File: src/rtl/spi_regbank_pkg.sv
package spi_regbank_pkg;

    typedef enum logic [2:0] {
        ST_IDLE,
        ST_CMD,
        ST_WR,
        ST_RD,
        ST_HOLD
    } spi_state_e;

    // Default value generator for register idx: base + idx*step
    function automatic int reset_word(input int idx, input int base, input int step);
        return base + idx * step;
    endfunction

endpackage

File: src/rtl/spi_pin_sync.sv
module spi_pin_sync #(
    parameter int          N       = 3,
    parameter int          STAGES  = 2,
    parameter logic [N-1:0] RST_VAL = '0
) (
    input  logic         clk,
    input  logic         rst_n,
    input  logic [N-1:0] d_i,
    output logic [N-1:0] q_o
);

    for (genvar b = 0; b < N; b++) begin : g_bit
        logic [STAGES-1:0] chain_q;
        always_ff @(posedge clk or negedge rst_n) begin
            if (!rst_n) begin
                chain_q <= {STAGES{RST_VAL[b]}};
            end else begin
                chain_q <= {chain_q[STAGES-2:0], d_i[b]};
            end
        end
        assign q_o[b] = chain_q[STAGES-1];
    end

endmodule

File: src/rtl/spi_regbank_file.sv
module spi_regbank_file #(
    parameter int ADDR_W   = 7,
    parameter int DATA_W   = 8,
    parameter int RST_BASE = 90,
    parameter int RST_STEP = 29
) (
    input  logic                             clk,
    input  logic                             rst_n,
    input  logic                             wr_en_i,
    input  logic [ADDR_W-1:0]                addr_i,
    input  logic [DATA_W-1:0]                wr_data_i,
    output logic [DATA_W-1:0]                rd_data_o,
    output logic [(1<<ADDR_W)*DATA_W-1:0]    regs_o
);

    localparam int NUM_REGS = 1 << ADDR_W;

    for (genvar i = 0; i < NUM_REGS; i++) begin : g_reg
        logic [DATA_W-1:0] val_q;
        always_ff @(posedge clk or negedge rst_n) begin
            if (!rst_n) begin
                val_q <= DATA_W'(spi_regbank_pkg::reset_word(i, RST_BASE, RST_STEP));
            end else if (wr_en_i && addr_i == ADDR_W'(i)) begin
                val_q <= wr_data_i;
            end
        end
        assign regs_o[i*DATA_W +: DATA_W] = val_q;
    end

    assign rd_data_o = regs_o[addr_i*DATA_W +: DATA_W];

endmodule

File: src/rtl/spi_frame_fsm.sv
module spi_frame_fsm #(
    parameter int ADDR_W = 7,
    parameter int DATA_W = 8
) (
    input  logic              clk,
    input  logic              rst_n,
    input  logic              spi_en_i,
    input  logic              ss_n_i,
    input  logic              sclk_i,
    input  logic              mosi_i,
    input  logic [DATA_W-1:0] rd_data_i,
    output logic [ADDR_W-1:0] addr_o,
    output logic              wr_en_o,
    output logic [DATA_W-1:0] wr_data_o,
    output logic              miso_o,
    output logic              miso_oe_o
);
    import spi_regbank_pkg::*;

    localparam int CMD_W   = ADDR_W + 1;
    localparam int SHIFT_W = (CMD_W > DATA_W) ? CMD_W : DATA_W;
    localparam int CNT_W   = $clog2(SHIFT_W + 1);
    localparam logic [CNT_W-1:0] CMD_LAST  = CNT_W'(CMD_W - 1);
    localparam logic [CNT_W-1:0] DATA_LAST = CNT_W'(DATA_W - 1);

    spi_state_e          state_q, state_d;
    logic                ss_prev_q, sclk_prev_q;
    logic [CNT_W-1:0]    cnt_q;
    logic [SHIFT_W-1:0]  sh_q, sh_next;
    logic [ADDR_W-1:0]   addr_q;
    logic [DATA_W-1:0]   tx_q;
    logic                miso_q;
    logic                sclk_rise, sclk_fall, ss_fall;
    logic                cmd_last, data_last;

    assign sclk_rise = sclk_i & ~sclk_prev_q;
    assign sclk_fall = ~sclk_i & sclk_prev_q;
    assign ss_fall   = ss_prev_q & ~ss_n_i;
    assign sh_next   = {sh_q[SHIFT_W-2:0], mosi_i};
    assign cmd_last  = (state_q == ST_CMD) && sclk_fall && (cnt_q == CMD_LAST);
    assign data_last = (state_q == ST_WR || state_q == ST_RD) && sclk_fall && (cnt_q == DATA_LAST);

    // Next-state logic
    always_comb begin
        state_d = state_q;
        if (state_q != ST_IDLE && ss_n_i) begin
            state_d = ST_IDLE;
        end else begin
            unique case (state_q)
                ST_IDLE: if (spi_en_i && ss_fall) state_d = ST_CMD;
                ST_CMD:  if (cmd_last)  state_d = sh_next[0] ? ST_RD : ST_WR;
                ST_WR:   if (data_last) state_d = ST_HOLD;
                ST_RD:   if (data_last) state_d = ST_HOLD;
                ST_HOLD: state_d = ST_HOLD;
                default: state_d = ST_IDLE;
            endcase
        end
    end

    // State register
    always_ff @(posedge clk or negedge rst_n) begin
        if (!rst_n) begin
            state_q <= ST_IDLE;
        end else begin
            state_q <= state_d;
        end
    end

    // Shift, count and transmit datapath
    always_ff @(posedge clk or negedge rst_n) begin
        if (!rst_n) begin
            ss_prev_q   <= 1'b1;
            sclk_prev_q <= 1'b0;
            cnt_q       <= '0;
            sh_q        <= '0;
            addr_q      <= '0;
            tx_q        <= '0;
            miso_q      <= 1'b0;
        end else begin
            ss_prev_q   <= ss_n_i;
            sclk_prev_q <= sclk_i;

            if (state_q == ST_IDLE || cmd_last || data_last) begin
                cnt_q <= '0;
            end else if (sclk_fall) begin
                cnt_q <= cnt_q + 1'b1;
            end

            if (sclk_fall) begin
                sh_q <= sh_next;
            end

            if (cmd_last) begin
                addr_q <= sh_next[CMD_W-1:1];
            end

            if (state_d != ST_RD) begin
                miso_q <= 1'b0;
            end else if (state_q == ST_RD && sclk_rise) begin
                if (cnt_q == '0) begin
                    miso_q <= rd_data_i[DATA_W-1];
                    tx_q   <= {rd_data_i[DATA_W-2:0], 1'b0};
                end else begin
                    miso_q <= tx_q[DATA_W-1];
                    tx_q   <= {tx_q[DATA_W-2:0], 1'b0};
                end
            end
        end
    end

    // Outputs
    always_comb begin
        addr_o    = addr_q;
        wr_en_o   = data_last && (state_q == ST_WR);
        wr_data_o = sh_next[DATA_W-1:0];
        miso_o    = miso_q;
        miso_oe_o = (state_q == ST_RD);
    end

endmodule

File: src/rtl/spi_regbank_slave.sv
module spi_regbank_slave #(
    parameter int ADDR_W      = 7,
    parameter int DATA_W      = 8,
    parameter int SYNC_STAGES = 2,
    parameter int RST_BASE    = 90,
    parameter int RST_STEP    = 29
) (
    input  logic                          clk,
    input  logic                          rst_n,
    input  logic                          strap_spi_i,
    input  logic                          ss_n_i,
    input  logic                          sclk_i,
    input  logic                          mosi_i,
    output logic                          miso_o,
    output logic                          miso_oe_o,
    output logic [(1<<ADDR_W)*DATA_W-1:0] regs_o
);

    localparam int NUM_REGS = 1 << ADDR_W;

    logic              spi_en_q, strap_done_q;
    logic              ss_s, sclk_s, mosi_s;
    logic              wr_en;
    logic [ADDR_W-1:0] addr;
    logic [DATA_W-1:0] wr_data, rd_data;

    // Strap capture, once after reset release
    always_ff @(posedge clk or negedge rst_n) begin
        if (!rst_n) begin
            spi_en_q     <= 1'b0;
            strap_done_q <= 1'b0;
        end else if (!strap_done_q) begin
            spi_en_q     <= strap_spi_i;
            strap_done_q <= 1'b1;
        end
    end

    spi_pin_sync #(
        .N       (3),
        .STAGES  (SYNC_STAGES),
        .RST_VAL (3'b100)
    ) u_sync (
        .clk   (clk),
        .rst_n (rst_n),
        .d_i   ({ss_n_i, sclk_i, mosi_i}),
        .q_o   ({ss_s, sclk_s, mosi_s})
    );

    spi_frame_fsm #(
        .ADDR_W (ADDR_W),
        .DATA_W (DATA_W)
    ) u_fsm (
        .clk       (clk),
        .rst_n     (rst_n),
        .spi_en_i  (spi_en_q),
        .ss_n_i    (ss_s),
        .sclk_i    (sclk_s),
        .mosi_i    (mosi_s),
        .rd_data_i (rd_data),
        .addr_o    (addr),
        .wr_en_o   (wr_en),
        .wr_data_o (wr_data),
        .miso_o    (miso_o),
        .miso_oe_o (miso_oe_o)
    );

    spi_regbank_file #(
        .ADDR_W   (ADDR_W),
        .DATA_W   (DATA_W),
        .RST_BASE (RST_BASE),
        .RST_STEP (RST_STEP)
    ) u_regs (
        .clk       (clk),
        .rst_n     (rst_n),
        .wr_en_i   (wr_en),
        .addr_i    (addr),
        .wr_data_i (wr_data),
        .rd_data_o (rd_data),
        .regs_o    (regs_o)
    );

endmodule

File: config.mk
export PLATFORM = sky130hd
export DESIGN_NAME = spi_regbank_slave
export DESIGN_NICKNAME = d
export VERILOG_FILES = /design/src/rtl/spi_regbank_pkg.sv /design/src/rtl/spi_pin_sync.sv /design/src/rtl/spi_regbank_file.sv /design/src/rtl/spi_frame_fsm.sv /design/src/rtl/spi_regbank_slave.sv
export SDC_FILE = /design/constraint.sdc
export NUM_CORES = 1
export LEC_CHECK = 0
export BUFFER_PORTS_ARGS = -buffer_cell sky130_fd_sc_hd__buf_2
export CAP_MARGIN = 10
export CORE_AREA = 2 2 399 401
export CTS_BUF_LIST = sky130_fd_sc_hd__clkbuf_4
export DETAILED_ROUTE_END_ITERATION = 8
export DIE_AREA = 0 0 401 403
export PLACE_DENSITY = 0.63
export SETUP_SLACK_MARGIN = 0.1
export SYNTH_ARGS = -nofsm -noshare
export SYNTH_HDL_FRONTEND = slang
export SYNTH_SLANG_ARGS = --single-unit
File: constraint.sdc
create_clock -name clk -period 3.3 [get_ports clk]
set_clock_uncertainty 0.1 [all_clocks]
set_input_delay 0.165 -clock clk [delete_from_list [all_inputs] [get_ports clk]]
set_output_delay 0.165 -clock clk [all_outputs]
set_load 0.03 [all_outputs]
==> results.sh <==
export IMPL_relSlewSlack_pct=12.4
export IMPL_ir_drop_uv=435
export IMPL_antenna_found_initial=10
export IMPL_dieArea_sq_um=162000
export IMPL_met1_usage_pct=35.5
export IMPL_wirelength_um=246000
export IMPL_synth_nets=3205
export IMPL_hp_class="in -> reg"
export IMPL_grt_first_pass_wirelength_um=334000
export IMPL_final_hold_viol_count=0
export IMPL_cp_required_ps=4450
export IMPL_hold_ws_ps=175
export IMPL_cp_arrival_ps=4330
export IMPL_cts_made_buffers=316
export IMPL_drtIter0Drc=3012
export IMPL_worstSkewPairLatency_ps=1400
export IMPL_finalPower_uw=28800
export IMPL_worstMarginPinSlew_ps=1310
export IMPL_fin_util_pct=40.5
export IMPL_clkTransAtPathRegs_ps=70
export IMPL_synth_distinct_cells=63
export IMPL_grtUsageMet2_pct=48.8
export IMPL_cts_sinks=1063
export IMPL_p_leak_uw=0.0311
export IMPL_dpl_hpwl_um=186000
export IMPL_final_net_count=4651
export IMPL_synth_avg_cell_area_sq_um=15.5
export IMPL_synth_edf_count=0
export IMPL_seqCellArea_sq_um=27300
export IMPL_syn_inst=3197
export IMPL_htree_levels=5
export IMPL_globalRouteMet3Util_pct=9.15
export IMPL_hold_depth=4
export IMPL_async_flop_share_pct=100
export IMPL_final_layout_size_suffix_gt1_share_pct=77.2
export IMPL_synth_seq_cells=1063
export IMPL_io_pins=1032
export IMPL_grt_overflow_total=0
export IMPL_initial_core_util_pct=31.4
export IMPL_fin_crit_ps=3180
export IMPL_p_per_area_nw_per_um2=451
export IMPL_drt_vias_per_instance=5.44
export IMPL_end_kind="flip-flop"
export IMPL_pre_cts_slack_ps=-468
export IMPL_area_growth_pct=29.0
export IMPL_finalCritPeriodShare_pct=96.4
export IMPL_critPathLaunchType="flip-flop"
export IMPL_fp_dieW_um=401
export IMPL_drc_errors=0
export IMPL_die_y_um=403
export IMPL_path_class="reg -> reg"
export IMPL_wl_per_cell_um=35.4
export IMPL_grt_max_degree=113
export IMPL_status="finished, final reports clean"
export IMPL_seq_area_frac_synth_pct=55.1
export IMPL_grt_busiest_layer="met2"
export IMPL_cts_root_buf="clkbuf_4"
export IMPL_grt_pass1_vias=38352
export IMPL_final_max_slew_viol_count=0
export IMPL_rows=146
export IMPL_synth_flop_cell="dfrtp_1"
export IMPL_firstDrtPassIters=5
export IMPL_n_fill_cell=15051
export IMPL_routabilityCongestion=0.913
export IMPL_clockBufferDepth=4
export IMPL_syn_area_sq_um=49400
export IMPL_maxCapViolCount=0
export IMPL_yosys_warnings=0
export IMPL_crit_fanout=32
export IMPL_core_sq_um=157000
export IMPL_vias=37843
export IMPL_multi_input_area_sq_um=21400
export IMPL_ant_nets=0
export IMPL_timing_fmax_mhz=314
export IMPL_tritoncts="done"
export IMPL_fin_ws_ps=120
export IMPL_r2r_cells=9
export IMPL_portBuffers=1031
export IMPL_rsz0062_at_grt="yes"
export IMPL_grt_usage_pct=29.9
export IMPL_finalSetupViolCount=0
## synth_stat cells (3+ instances only)
master	n	area [sq um]
buf_1	10	37.5
and2_1	9	56.3
nand2_2	5	31.3
nand2_1	49	184
a22oi_1	53	398
nand2b_1	12	75.1
or3_1	5	31.3
nor4_1	4	25.0
o221ai_1	3	26.3
o31ai_1	6	45.0
nor2_1	55	206
nor3_1	11	55.1
buf_6	9	101
nor2_8	8	160
dfstp_2	515	13500
a2111oi_0	6	52.6
mux4_2	220	4950
a21oi_1	31	155
a311oi_1	3	26.3
dfrtp_1	548	13700
nand3_2	4	40.0
a221oi_1	9	78.8
a211oi_1	9	67.6
mux2_1	66	743
or2_2	4	25.0
buf_4	28	210
clkbuf_1	156	586
o21ai_0	18	90.1
a22o_1	17	149
buf_2	28	140
nand3b_1	3	22.5
mux2i_1	102	1020
o22ai_1	10	62.6
and3_1	8	50.1
nand4_1	5	31.3
nand3_1	19	95.1
nor2_2	113	707
nor3b_1	4	30.0
inv_1	3	11.3
mux2_2	977	11000
nor2b_1	18	113
a31oi_1	8	50.1
## repair_timing
item	in CTS	in global routing
endpoints found under the setup margin	8	54
gates resized for setup	34	17
setup buffers	9	3
cloned	4	1
hold endpoints to repair	1067	0
hold buffers	15	0
pin swaps	2	1
## layout make-up
| class | instances | share of cell area (%) |
|---|---|---|
| diodes | 14 | 0.0549 |
| flip-flops and latches | 1063 | 42.8 |
| multi-input cells | 1900 | 33.5 |
| clock inverters | 52 | 0.485 |
| clock buffers | 498 | 5.86 |
| repair buffers | 1359 | 13.2 |
| well taps | 2072 | 4.07 |
| inverters | 3 | 0.0196 |
## power breakdown
group / switching, uW / internal, uW
logic: 1300 / 314
clock network: 6010 / 7110
registers: 903 / 13100
total: 8220 / 20500
## flip-flops by register name (all words and copies together), names as in the netlist, 3 cells and up
name	cells
u_regs.g.val_q	1024
u_fsm.tx_q	7
u_fsm.state_q	3
u_fsm.sh_q	7
u_fsm.addr_o	7
u_sync.g_bit.chain_q	6
u_fsm.cnt_q	4
## cells by family (layout without fill, tap and decap cells)
logic type	after synthesis	in the layout	share of synthesized area, %
xor+xnor	3	3	0.0532
simple gates	348	348	4.16
buf+inv	234	1912	2.20
flops	1063	1063	55.1
fa+ha+maj	2	2	0.0506
other cells	1	15	0.00759
compound gates	181	181	2.58
mux	1365	1365	35.8
## metrics by stage
step / cells / setup TNS [ps] / cell area (sq um)
floorplan: 3197 / 0 / 49400
global placement: 6365 / -1360 / 59000
detailed placement: 6365 / -1160 / 59000
CTS: 6943 / 0 / 63600
global route: 6955 / -21.1 / 63800
finish: 6961 / 0 / 63800
## worst max-delay path, stage by stage (launching register included)
cell,delay [ps]
dfrtp_4,420
buf_12,230
buf_4,240
nand2_1,80
nor2_1,970
nand3_1,440
nand4_1,190
buf_4,170
o21ai_0,110
o21ai_0,160
## cell usage in the layout (no fill, tap or decap), types with 12 or more instances in the layout
| cell type | Yosys | final |
|---|---|---|
| a21oi_1 | 31 | 31 |
| dfstp_2 | 515 | 515 |
| nor2b_1 | 18 | 14 |
| diode_2 | 0 | 14 |
| clkbuf_4 | 0 | 498 |
| buf_4 | 28 | 263 |
| dfrtp_4 | 0 | 12 |
| o21ai_0 | 18 | 15 |
| buf_2 | 28 | 1030 |
| dlygate4sd3_1 | 0 | 14 |
| dfrtp_1 | 548 | 534 |
| nand2_1 | 49 | 45 |
| nor2_1 | 55 | 51 |
| buf_12 | 0 | 36 |
| a22oi_1 | 53 | 51 |
| a22o_1 | 17 | 17 |
| nand3_1 | 19 | 18 |
| mux2i_1 | 102 | 95 |
| nor2_2 | 113 | 106 |
| mux4_2 | 220 | 220 |
| mux2_2 | 977 | 977 |
| nand2b_1 | 12 | 12 |
| mux2_1 | 66 | 66 |
| clkinv_1 | 0 | 36 |
## metal layers
metal  vias up  wire length [um]
li1      15097                 -
met1     20224             92600
met2      2019            119000
met3       499             21500
met4         4             13800
met5         -                27
## worst paths after layout
check                                           startpoint                         end  slack (ps)
worst max-delay path                       u_fsm.addr_o[2]               u_fsm.tx_q[7]         120
min in group asynchronous                            rst_n   u_regs.g_reg[59].val_q[4]         410
worst max register to register             u_fsm.addr_o[2]               u_fsm.tx_q[7]         120
worst min register to register  u_sync.g_bit[0].chain_q[0]  u_sync.g_bit[0].chain_q[1]         250
worst min-delay path                           strap_spi_i                    spi_en_q         170
max in group asynchronous                            rst_n  u_sync.g_bit[0].chain_q[1]        1550
No activity file was read; power rests on OpenSTA's default activity.
